**config.mk**
```make
export PLATFORM = sky130hd
export DESIGN_NAME = async4_bus_master
export DESIGN_NICKNAME = d
export VERILOG_FILES = /design/src/rtl/abm_pkg.sv /design/src/rtl/abm_sync.sv /design/src/rtl/abm_counter.sv /design/src/rtl/async4_bus_master.sv
export SDC_FILE = /design/constraint.sdc
export NUM_CORES = 1
export LEC_CHECK = 0
export BUFFER_PORTS_ARGS = -buffer_cell sky130_fd_sc_hd__buf_2
export CAP_MARGIN = 20
export CORE_UTILIZATION = 50
export DETAILED_ROUTE_END_ITERATION = 12
export MAX_ROUTING_LAYER = met4
export PLACE_DENSITY = 0.81
export RECOVER_POWER = 50
export SYNTH_ARGS = -nofsm -noshare
export SYNTH_HDL_FRONTEND = slang
export SYNTH_HIERARCHICAL = 1
export SYNTH_SLANG_ARGS = --single-unit
```
**constraint.sdc**
```tcl
create_clock -name clk_i -period 6.8 [get_ports clk_i]
set_clock_uncertainty 0.15 [all_clocks]
set_input_delay 1.02 -clock clk_i [delete_from_list [all_inputs] [get_ports clk_i]]
set_output_delay 1.02 -clock clk_i [all_outputs]
set_load 0.02 [all_outputs]
```
**src/rtl/abm_pkg.sv**
```systemverilog
package abm_pkg;
  typedef enum logic [1:0] {
    ST_IDLE    = 2'd0,
    ST_SETTLE  = 2'd1,
    ST_REQ     = 2'd2,
    ST_RELEASE = 2'd3
  } abm_state_e;
endpackage

```
**src/rtl/abm_sync.sv**
```systemverilog
module abm_sync #(
  parameter int unsigned STAGES = 2
) (
  input  logic clk_i,
  input  logic rst_ni,
  input  logic d_i,
  output logic q_o
);
  logic [STAGES-1:0] chain_q;

  always_ff @(posedge clk_i or negedge rst_ni) begin
    if (!rst_ni) chain_q <= '0;
    else begin
      chain_q[0] <= d_i;
      for (int i = 1; i < STAGES; i++) chain_q[i] <= chain_q[i-1];
    end
  end

  assign q_o = chain_q[STAGES-1];
endmodule

```
**src/rtl/abm_counter.sv**
```systemverilog
module abm_counter #(
  parameter int unsigned LIMIT = 4
) (
  input  logic clk_i,
  input  logic rst_ni,
  input  logic clr_i,
  input  logic en_i,
  output logic hit_o
);
  localparam int unsigned W = $clog2(LIMIT + 1);
  localparam logic [W-1:0] LAST = W'(LIMIT - 1);

  logic [W-1:0] cnt_q;

  assign hit_o = (cnt_q == LAST);

  always_ff @(posedge clk_i or negedge rst_ni) begin
    if (!rst_ni)             cnt_q <= '0;
    else if (clr_i)          cnt_q <= '0;
    else if (en_i && !hit_o) cnt_q <= cnt_q + 1'b1;
  end
endmodule

```
**src/rtl/async4_bus_master.sv**
```systemverilog
module async4_bus_master
  import abm_pkg::*;
#(
  parameter int unsigned AW          = 16,
  parameter int unsigned DW          = 16,
  parameter int unsigned SETTLE_CYC  = 3,
  parameter int unsigned TIMEOUT_CYC = 64,
  parameter int unsigned SYNC_STAGES = 2
) (
  input  logic          clk_i,
  input  logic          rst_ni,
  input  logic          cmd_valid_i,
  output logic          cmd_ready_o,
  input  logic          cmd_write_i,
  input  logic [AW-1:0] cmd_addr_i,
  input  logic [DW-1:0] cmd_wdata_i,
  output logic          rsp_done_o,
  output logic          rsp_err_o,
  output logic [DW-1:0] rsp_rdata_o,
  output logic [AW-1:0] bus_addr_o,
  output logic          bus_write_o,
  output logic [DW-1:0] bus_data_o,
  output logic          bus_data_oe_o,
  input  logic [DW-1:0] bus_data_i,
  output logic          bus_req_o,
  input  logic          bus_ack_i
);
  abm_state_e state_q, state_d;

  logic          ack_s;
  logic          settle_hit, tmo_hit;
  logic          accept;
  logic [AW-1:0] addr_q;
  logic          wr_q, oe_q, req_q, done_q, err_q;
  logic [DW-1:0] wd_q, rd_q;

  abm_sync #(.STAGES(SYNC_STAGES)) i_ack_sync (
    .clk_i (clk_i),
    .rst_ni(rst_ni),
    .d_i   (bus_ack_i),
    .q_o   (ack_s)
  );

  abm_counter #(.LIMIT(SETTLE_CYC)) i_settle_cnt (
    .clk_i (clk_i),
    .rst_ni(rst_ni),
    .clr_i (accept),
    .en_i  (state_q == ST_SETTLE),
    .hit_o (settle_hit)
  );

  abm_counter #(.LIMIT(TIMEOUT_CYC)) i_tmo_cnt (
    .clk_i (clk_i),
    .rst_ni(rst_ni),
    .clr_i (state_q != ST_REQ),
    .en_i  (state_q == ST_REQ),
    .hit_o (tmo_hit)
  );

  assign accept = (state_q == ST_IDLE) && cmd_valid_i;

  always_comb begin
    state_d = state_q;
    unique case (state_q)
      ST_IDLE:    if (cmd_valid_i) state_d = ST_SETTLE;
      ST_SETTLE:  if (settle_hit) state_d = ST_REQ;
      ST_REQ:     if (ack_s || tmo_hit) state_d = ST_RELEASE;
      ST_RELEASE: if (!ack_s) state_d = ST_IDLE;
      default:    state_d = ST_IDLE;
    endcase
  end

  always_ff @(posedge clk_i or negedge rst_ni) begin
    if (!rst_ni) begin
      state_q <= ST_IDLE;
      addr_q  <= '0;
      wr_q    <= 1'b0;
      wd_q    <= '0;
      oe_q    <= 1'b0;
      req_q   <= 1'b0;
      rd_q    <= '0;
      done_q  <= 1'b0;
      err_q   <= 1'b0;
    end else begin
      state_q <= state_d;
      done_q  <= 1'b0;
      unique case (state_q)
        ST_IDLE: if (cmd_valid_i) begin
          addr_q <= cmd_addr_i;
          wr_q   <= cmd_write_i;
          wd_q   <= cmd_wdata_i;
          oe_q   <= cmd_write_i;
          err_q  <= 1'b0;
        end
        ST_SETTLE: if (settle_hit) req_q <= 1'b1;
        ST_REQ: begin
          if (ack_s) begin
            req_q <= 1'b0;
            oe_q  <= 1'b0;
            if (!wr_q) rd_q <= bus_data_i;
          end else if (tmo_hit) begin
            req_q <= 1'b0;
            oe_q  <= 1'b0;
            err_q <= 1'b1;
          end
        end
        ST_RELEASE: if (!ack_s) done_q <= 1'b1;
        default: ;
      endcase
    end
  end

  assign cmd_ready_o   = (state_q == ST_IDLE);
  assign rsp_done_o    = done_q;
  assign rsp_err_o     = done_q & err_q;
  assign rsp_rdata_o   = rd_q;
  assign bus_addr_o    = addr_q;
  assign bus_write_o   = wr_q;
  assign bus_data_o    = wd_q;
  assign bus_data_oe_o = oe_q;
  assign bus_req_o     = req_q;

  AST_ADDR_HELD: assert property (@(posedge clk_i) disable iff (!rst_ni)
    (!cmd_ready_o && $past(!cmd_ready_o)) |-> ($stable(bus_addr_o) && $stable(bus_write_o)))
    else $error("address moved during transfer");
  AST_BUSY_NO_ACCEPT: assert property (@(posedge clk_i) disable iff (!rst_ni)
    ($past(!cmd_ready_o) && !cmd_ready_o) |-> $stable(bus_data_o))
    else $error("command taken while busy");
  AST_REQ_DROP_CAUSE: assert property (@(posedge clk_i) disable iff (!rst_ni)
    $fell(bus_req_o) |-> ($past(ack_s) || rsp_err_o || err_q))
    else $error("request dropped without ack or timeout");
  AST_READ_NO_DRIVE: assert property (@(posedge clk_i) disable iff (!rst_ni)
    bus_data_oe_o |-> bus_write_o)
    else $error("data driven during read");
  AST_DONE_AFTER_REQ: assert property (@(posedge clk_i) disable iff (!rst_ni)
    rsp_done_o |-> (!bus_req_o && !ack_s))
    else $error("done while handshake open");
  AST_DONE_PULSE: assert property (@(posedge clk_i) disable iff (!rst_ni)
    rsp_done_o |=> !rsp_done_o)
    else $error("done longer than one cycle");
endmodule

```
Yosys cells after proc, flatten, opt, wreduce, memory -nomap -nowiden
Index checks and enable logic that the tools add are counted.
W data, S select, Z words.

word-level totals
  register bits = 66

cells by class
  add/subtract/negate cells = 2
  equality and inequality tests = 13
  multiplexer cells = 21
  bitwise logic cells = 2
  reduce and logical (&&, ||, !) cells = 17

operators by type and width
  cell                   number
  $mux W7                2
  $ne A2 B2 Y1 const B   7
  $mux W2                6
  $mux W1                9
  $reduce_and A3 Y1      3
  $pmux W2 S4            1
  $reduce_and A4 Y1      2
  $reduce_bool A2 Y1     4
  $add A7 B1 Y7 const B  1
  $eq A7 B6 Y1 const B   1
  $eq A2 B2 Y1 const B   3
  $pmux W1 S2            3
  $logic_and A1 B1 Y1    3
  $ne A3 B3 Y1 const B   1
  $add A2 B1 Y2 const B  1
  $eq A2 B1 Y1 const B   1
  $logic_not A1 Y1       2
  $logic_not A2 Y1       1
  $reduce_and A2 Y1      1
  $and A1 B1 Y1          1
  $logic_or A1 B1 Y1     1
  $not A1 Y1             1

Logic depth before layout (Yosys ltp)
  word-level depth = 5
  depth in mapped cells = 8
  depth with buffers taken out = 7

Modules after synthesis
Netlist, hierarchy kept.

modules (own cells, without submodules)
  module                      times used  cells an instance  area each (um^2)  seq. area each (um^2)
  async4_bus_master           1           145                2,249.7           1,376.3
  abm_counter (i_tmo_cnt)     1           42                 420.4             175.2
  abm_counter (i_settle_cnt)  1           11                 130.1             50.0
  abm_sync                    1           2                  50.0              50.0

Worst setup path after synthesis
Ideal clock, no wire load.

  path type = flip-flop to flip-flop
  from = reg i_tmo_cnt.cnt_q[0]
  to = reg state_q[1]
  library setup time = 0.125 ns
  arrival = 1.914 ns
  data required time = 6.525 ns
  slack = 4.611 ns
  stages on the path, launching flop included = 9
  path buffers = 1
  period minus slack after synthesis = 2.189 ns
  path through = dfrtp_1 ha_1 and4b_1 buf_4 nand3_1 inv_1 or3b_4 o2111ai_2 mux2_4

between the ends
  word-level cells in the longest chain between the ends = 4

RTL lines
  what                         line                     text
  start: declaration           abm_counter.sv:13        logic [W-1:0] cnt_q;
  start signal: assignment     abm_counter.sv:20        else if (en_i && !hit_o) cnt_q <= cnt_q + 1'b1;
  $eq A7 B6 Y1                 abm_counter.sv:15        assign hit_o = (cnt_q == LAST);
  via tmo_hit                  async4_bus_master.sv:31  logic settle_hit, tmo_hit;
  $logic_or A1 B1 Y1           async4_bus_master.sv:67  ST_REQ: if (ack_s || tmo_hit) state_d = ST_RELEASE;
  $ne A2 B2 Y1 (no line)       n/a
  $reduce_and A4 Y1 (no line)  n/a
  end signal: assignment       async4_bus_master.sv:85  state_q <= state_d;
  end: declaration             async4_bus_master.sv:28  abm_state_e state_q, state_d;

The timed path passes the listed nets, and every way through them passes these cells.
A chain may end at the register's enable or synchronous reset.

Worst setup path in the final report
  from = in cmd_valid_i
  to = reg i_settle_cnt.cnt_q[1]

between the ends
  word-level cells in the longest chain between the ends = 2
  elaborated cells on any way between the ends = 3
  those cells by class = 1 x mux; 2 x reduce/logical

RTL lines
  what                                                  line                     text
  start: declaration                                    async4_bus_master.sv:12  input logic cmd_valid_i,
  $logic_and A1 B1 Y1 (*)                               async4_bus_master.sv:60  assign accept = (state_q == ST_IDLE) && cmd_valid_i;
  via accept                                            async4_bus_master.sv:32  logic accept;
  $mux W2 / $reduce_bool A2 Y1 (equally long branches)  n/a
  end signal: assignment                                abm_counter.sv:20
  end: declaration                                      abm_counter.sv:13

The timed path passes the listed nets; every way through them passes the cells marked *.

==> flow_summary.toml <==
[critical_path]
start_kind = "primary input"
cp-end-kind = "flop"
ff2ff_setup_slack_ns = 3.79
critPathTopFamily = "buffers and inverters"
critPathMaxFanout = 34
cpPeakStageDelay_ns = 1.30
crit_required_ns = 6.92
path_class = "in2reg"
cp_data_arrival_time_ns = 3.14
critPathBufInv = 3
crit_slowest_cell = "clkbuf_1"
cp_cell_sequence = "buf_2 > nand2_1 > clkbuf_1 > inv_1 > nor2b_1 > mux2_4"

[grt]
overflow = 0
grt_max_degree = 67
grt_antenna_before_repair = 0
grt_pass1_wl_um = 8970
grt_pass1_vias = 2043
track_usage_pct = 20.27

[final_layout]
fin_util_pct = 65.96
synthToLayoutAreaGrowth_pct = 27.44
layout_commonest_cell = "buf_2"
final_cell_mix = "buf_2 (106), dfrtp_1 (66), mux2_2 (28)"
fin_nets = 374
fillers = 418
diodes = 0
drive_above_1_share_pct = 49.06

[floorplanning]
die_y_um = 77.50
core_um2 = 5507
initial_core_util_pct = 51.76
ios = 107
rows = 27
die_area_um2 = 6006
die_w_um = 77.50

[drt]
met3RoutedLength_um = 416
ant_nets = 0
wl_per_cell_um = 13.88
wl_met2_um = 2559
drt_first_pass_iters = 4
drc = 0
wl_um = 5415
drt_iter0_markers = 71
num_vias = 1984
vias_per_cell = 5.087
wl_met1_um = 2360
highest_layer = "met4"

[pwr]
switching_share_pct = 37.94
powerDensity_nw_per_um2 = 488.1
p_seq_share_pct = 37.2
clkPwrFrac_pct = 18.4
combPwrFrac_pct = 44.4
p_int_mw = 1.100
p_leak_nw = 1.814
p_switching_mw = 0.6727
ir_worst_vdd_uv = 283.2

[cts]
cts_setup_buffers = 0
clk_latency_ns = 0.33
cts_buffers = 9
clk_pin_slew_ns = 0.07
clock_path_buffers = 2
cts_sinks = 66
htreeDepth = 3
clockRootBuffer = "clkbuf_8"
cts_resized = 0
hold_buffers = 0
tritoncts = "built"

[timing]
tns_ns = 0
finalSetupViolCount = 0
slew_violations = 35
fin_crit_sh_pct = 44.41
rsz0062_at_grt = "no"
fmaxAchievable_ghz = 0.3311
hold_viol_final = 0
max_slew_margin_pct = -20.77
period_needed_ns = 3.020
worst_slew_pin_slew_ns = 1.812

[placed_design]
gp_congestion = 0.7987
place_hpwl_um = 3820
portBuffers = 106

[flow_run]
maxCapViolCount = 1

[logic_synthesis]
yosysUniqueCellTypes = 36
syn_area_um2 = 2850
avgSynthCellArea_um2 = 14.25
yosys_register_bits = 66
synth_cells = 200
yosys_warnings = 6
syn_nets = 261
seq_area_frac_synth_pct = 57.95

[run_status]
status = "complete, but fails checks"
violations = "capacitance limit, slew limit"

[min_path]
min_path_type = "reg2reg"
flip-flops by register name, indices dropped and copies added (netlist names), 2 cells and up:
register and flops:
bus_data_o 16, rsp_rdata_o 16, i_ack_sync/chain_q 2, i_settle_cnt/cnt_q 2
bus_addr_o 16, i_tmo_cnt/cnt_q 7, state_q 2
cell usage after synthesis:
cell	instances	area share [%]
a211oi_1	2	0.53
a211oi_2	1	0.44
a221oi_1	1	0.31
a31oi_1	3	0.66
a41oi_1	1	0.31
and2_1	1	0.22
and2b_1	1	0.26
and3b_1	1	0.31
and4_1	1	0.31
and4_4	1	0.40
and4b_1	1	0.35
buf_2	3	0.53
buf_4	1	0.26
buf_6	2	0.79
dfrtp_1	66	58
ha_1	8	3.5
inv_1	11	1.4
mux2_1	23	9.1
mux2_2	28	11
mux2_4	3	1.6
mux2i_1	2	0.70
nand2_1	8	1.1
nand2b_1	2	0.44
nand3_1	2	0.35
nand3b_4	1	0.70
nand4b_1	2	0.61
nor2_1	5	0.66
nor2b_1	4	0.88
nor2b_4	1	0.48
nor3b_1	2	0.53
o2111ai_2	1	0.53
o211ai_1	2	0.53
o21ai_0	5	0.88
o21bai_1	1	0.26
o311a_1	2	0.70
or3b_4	1	0.40
metrics by stage:
step	cell area, µm²	cells	total power [mW]	setup slack, ns	hold WS, ns
after global routing	3632	390	1.881	3.486	0.2099
after detailed placement	3441	374	1.460	4.541	0.1872
after global placement	3441	374	1.425	4.570	0.1843
after CTS	3638	390	1.793	4.293	0.2022
after floorplan	2850	200	1.209	4.611	0.1812
final	3632	390	1.773	3.780	0.1998
worst paths after layout:
kind                                          to  cells past startpoint             startpoint
min reg2reg                i_ack_sync/chain_q[1]                      0  i_ack_sync/chain_q[0]
max                        i_settle_cnt/cnt_q[1]                      6            cmd_valid_i
min                        i_ack_sync/chain_q[1]                      0  i_ack_sync/chain_q[0]
max in group asynchronous              bus_req_o                      2                 rst_ni
max reg2reg                i_settle_cnt/cnt_q[1]                      7             state_q[1]
min in group asynchronous         rsp_rdata_o[0]                      2                 rst_ni
cell type report:
cell class              count  area, µm²  area share [%]
clock inverters             2      35.03          0.9645
well taps                  72      90.09           2.480
inverters                  11      41.29           1.137
multi-input cells         117       1110           30.55
flip-flops and latches     66       1652           45.47
repair buffers            108      541.8           14.92
clock buffers              14      162.7           4.478
kinds of logic (layout without fill, tap and decap cells):
kind of cell | count (synthesis) | after routing | synth area share (%)
and+or+nand+nor | 34 | 34 | 7.946
muxes | 56 | 56 | 22.43
DFF | 66 | 66 | 57.95
adders and majority gates | 8 | 8 | 3.512
AOI/OAI and AO/OA | 19 | 19 | 5.136
buffers and inverters | 17 | 135 | 3.029
power by group through the flow:
| stage | combinational [mW] | sequential (mW) | clock [mW] |
|---|---|---|---|
| floorplan | 0.349 | 0.859 | 0 |
| detailed placement | 0.794 | 0.666 | 0 |
| global route | 0.848 | 0.684 | 0.348 |
| CTS | 0.795 | 0.662 | 0.336 |
| finish | 0.787 | 0.660 | 0.327 |
| global placement | 0.769 | 0.657 | 0 |
layer usage:
layer	track usage (%)	vias up
met5	-	-
met4	9.623	0
met3	6.706	6
met2	32.65	85
met1	22.77	962
li1	-	931
No activity file was read; power rests on OpenSTA's default activity.
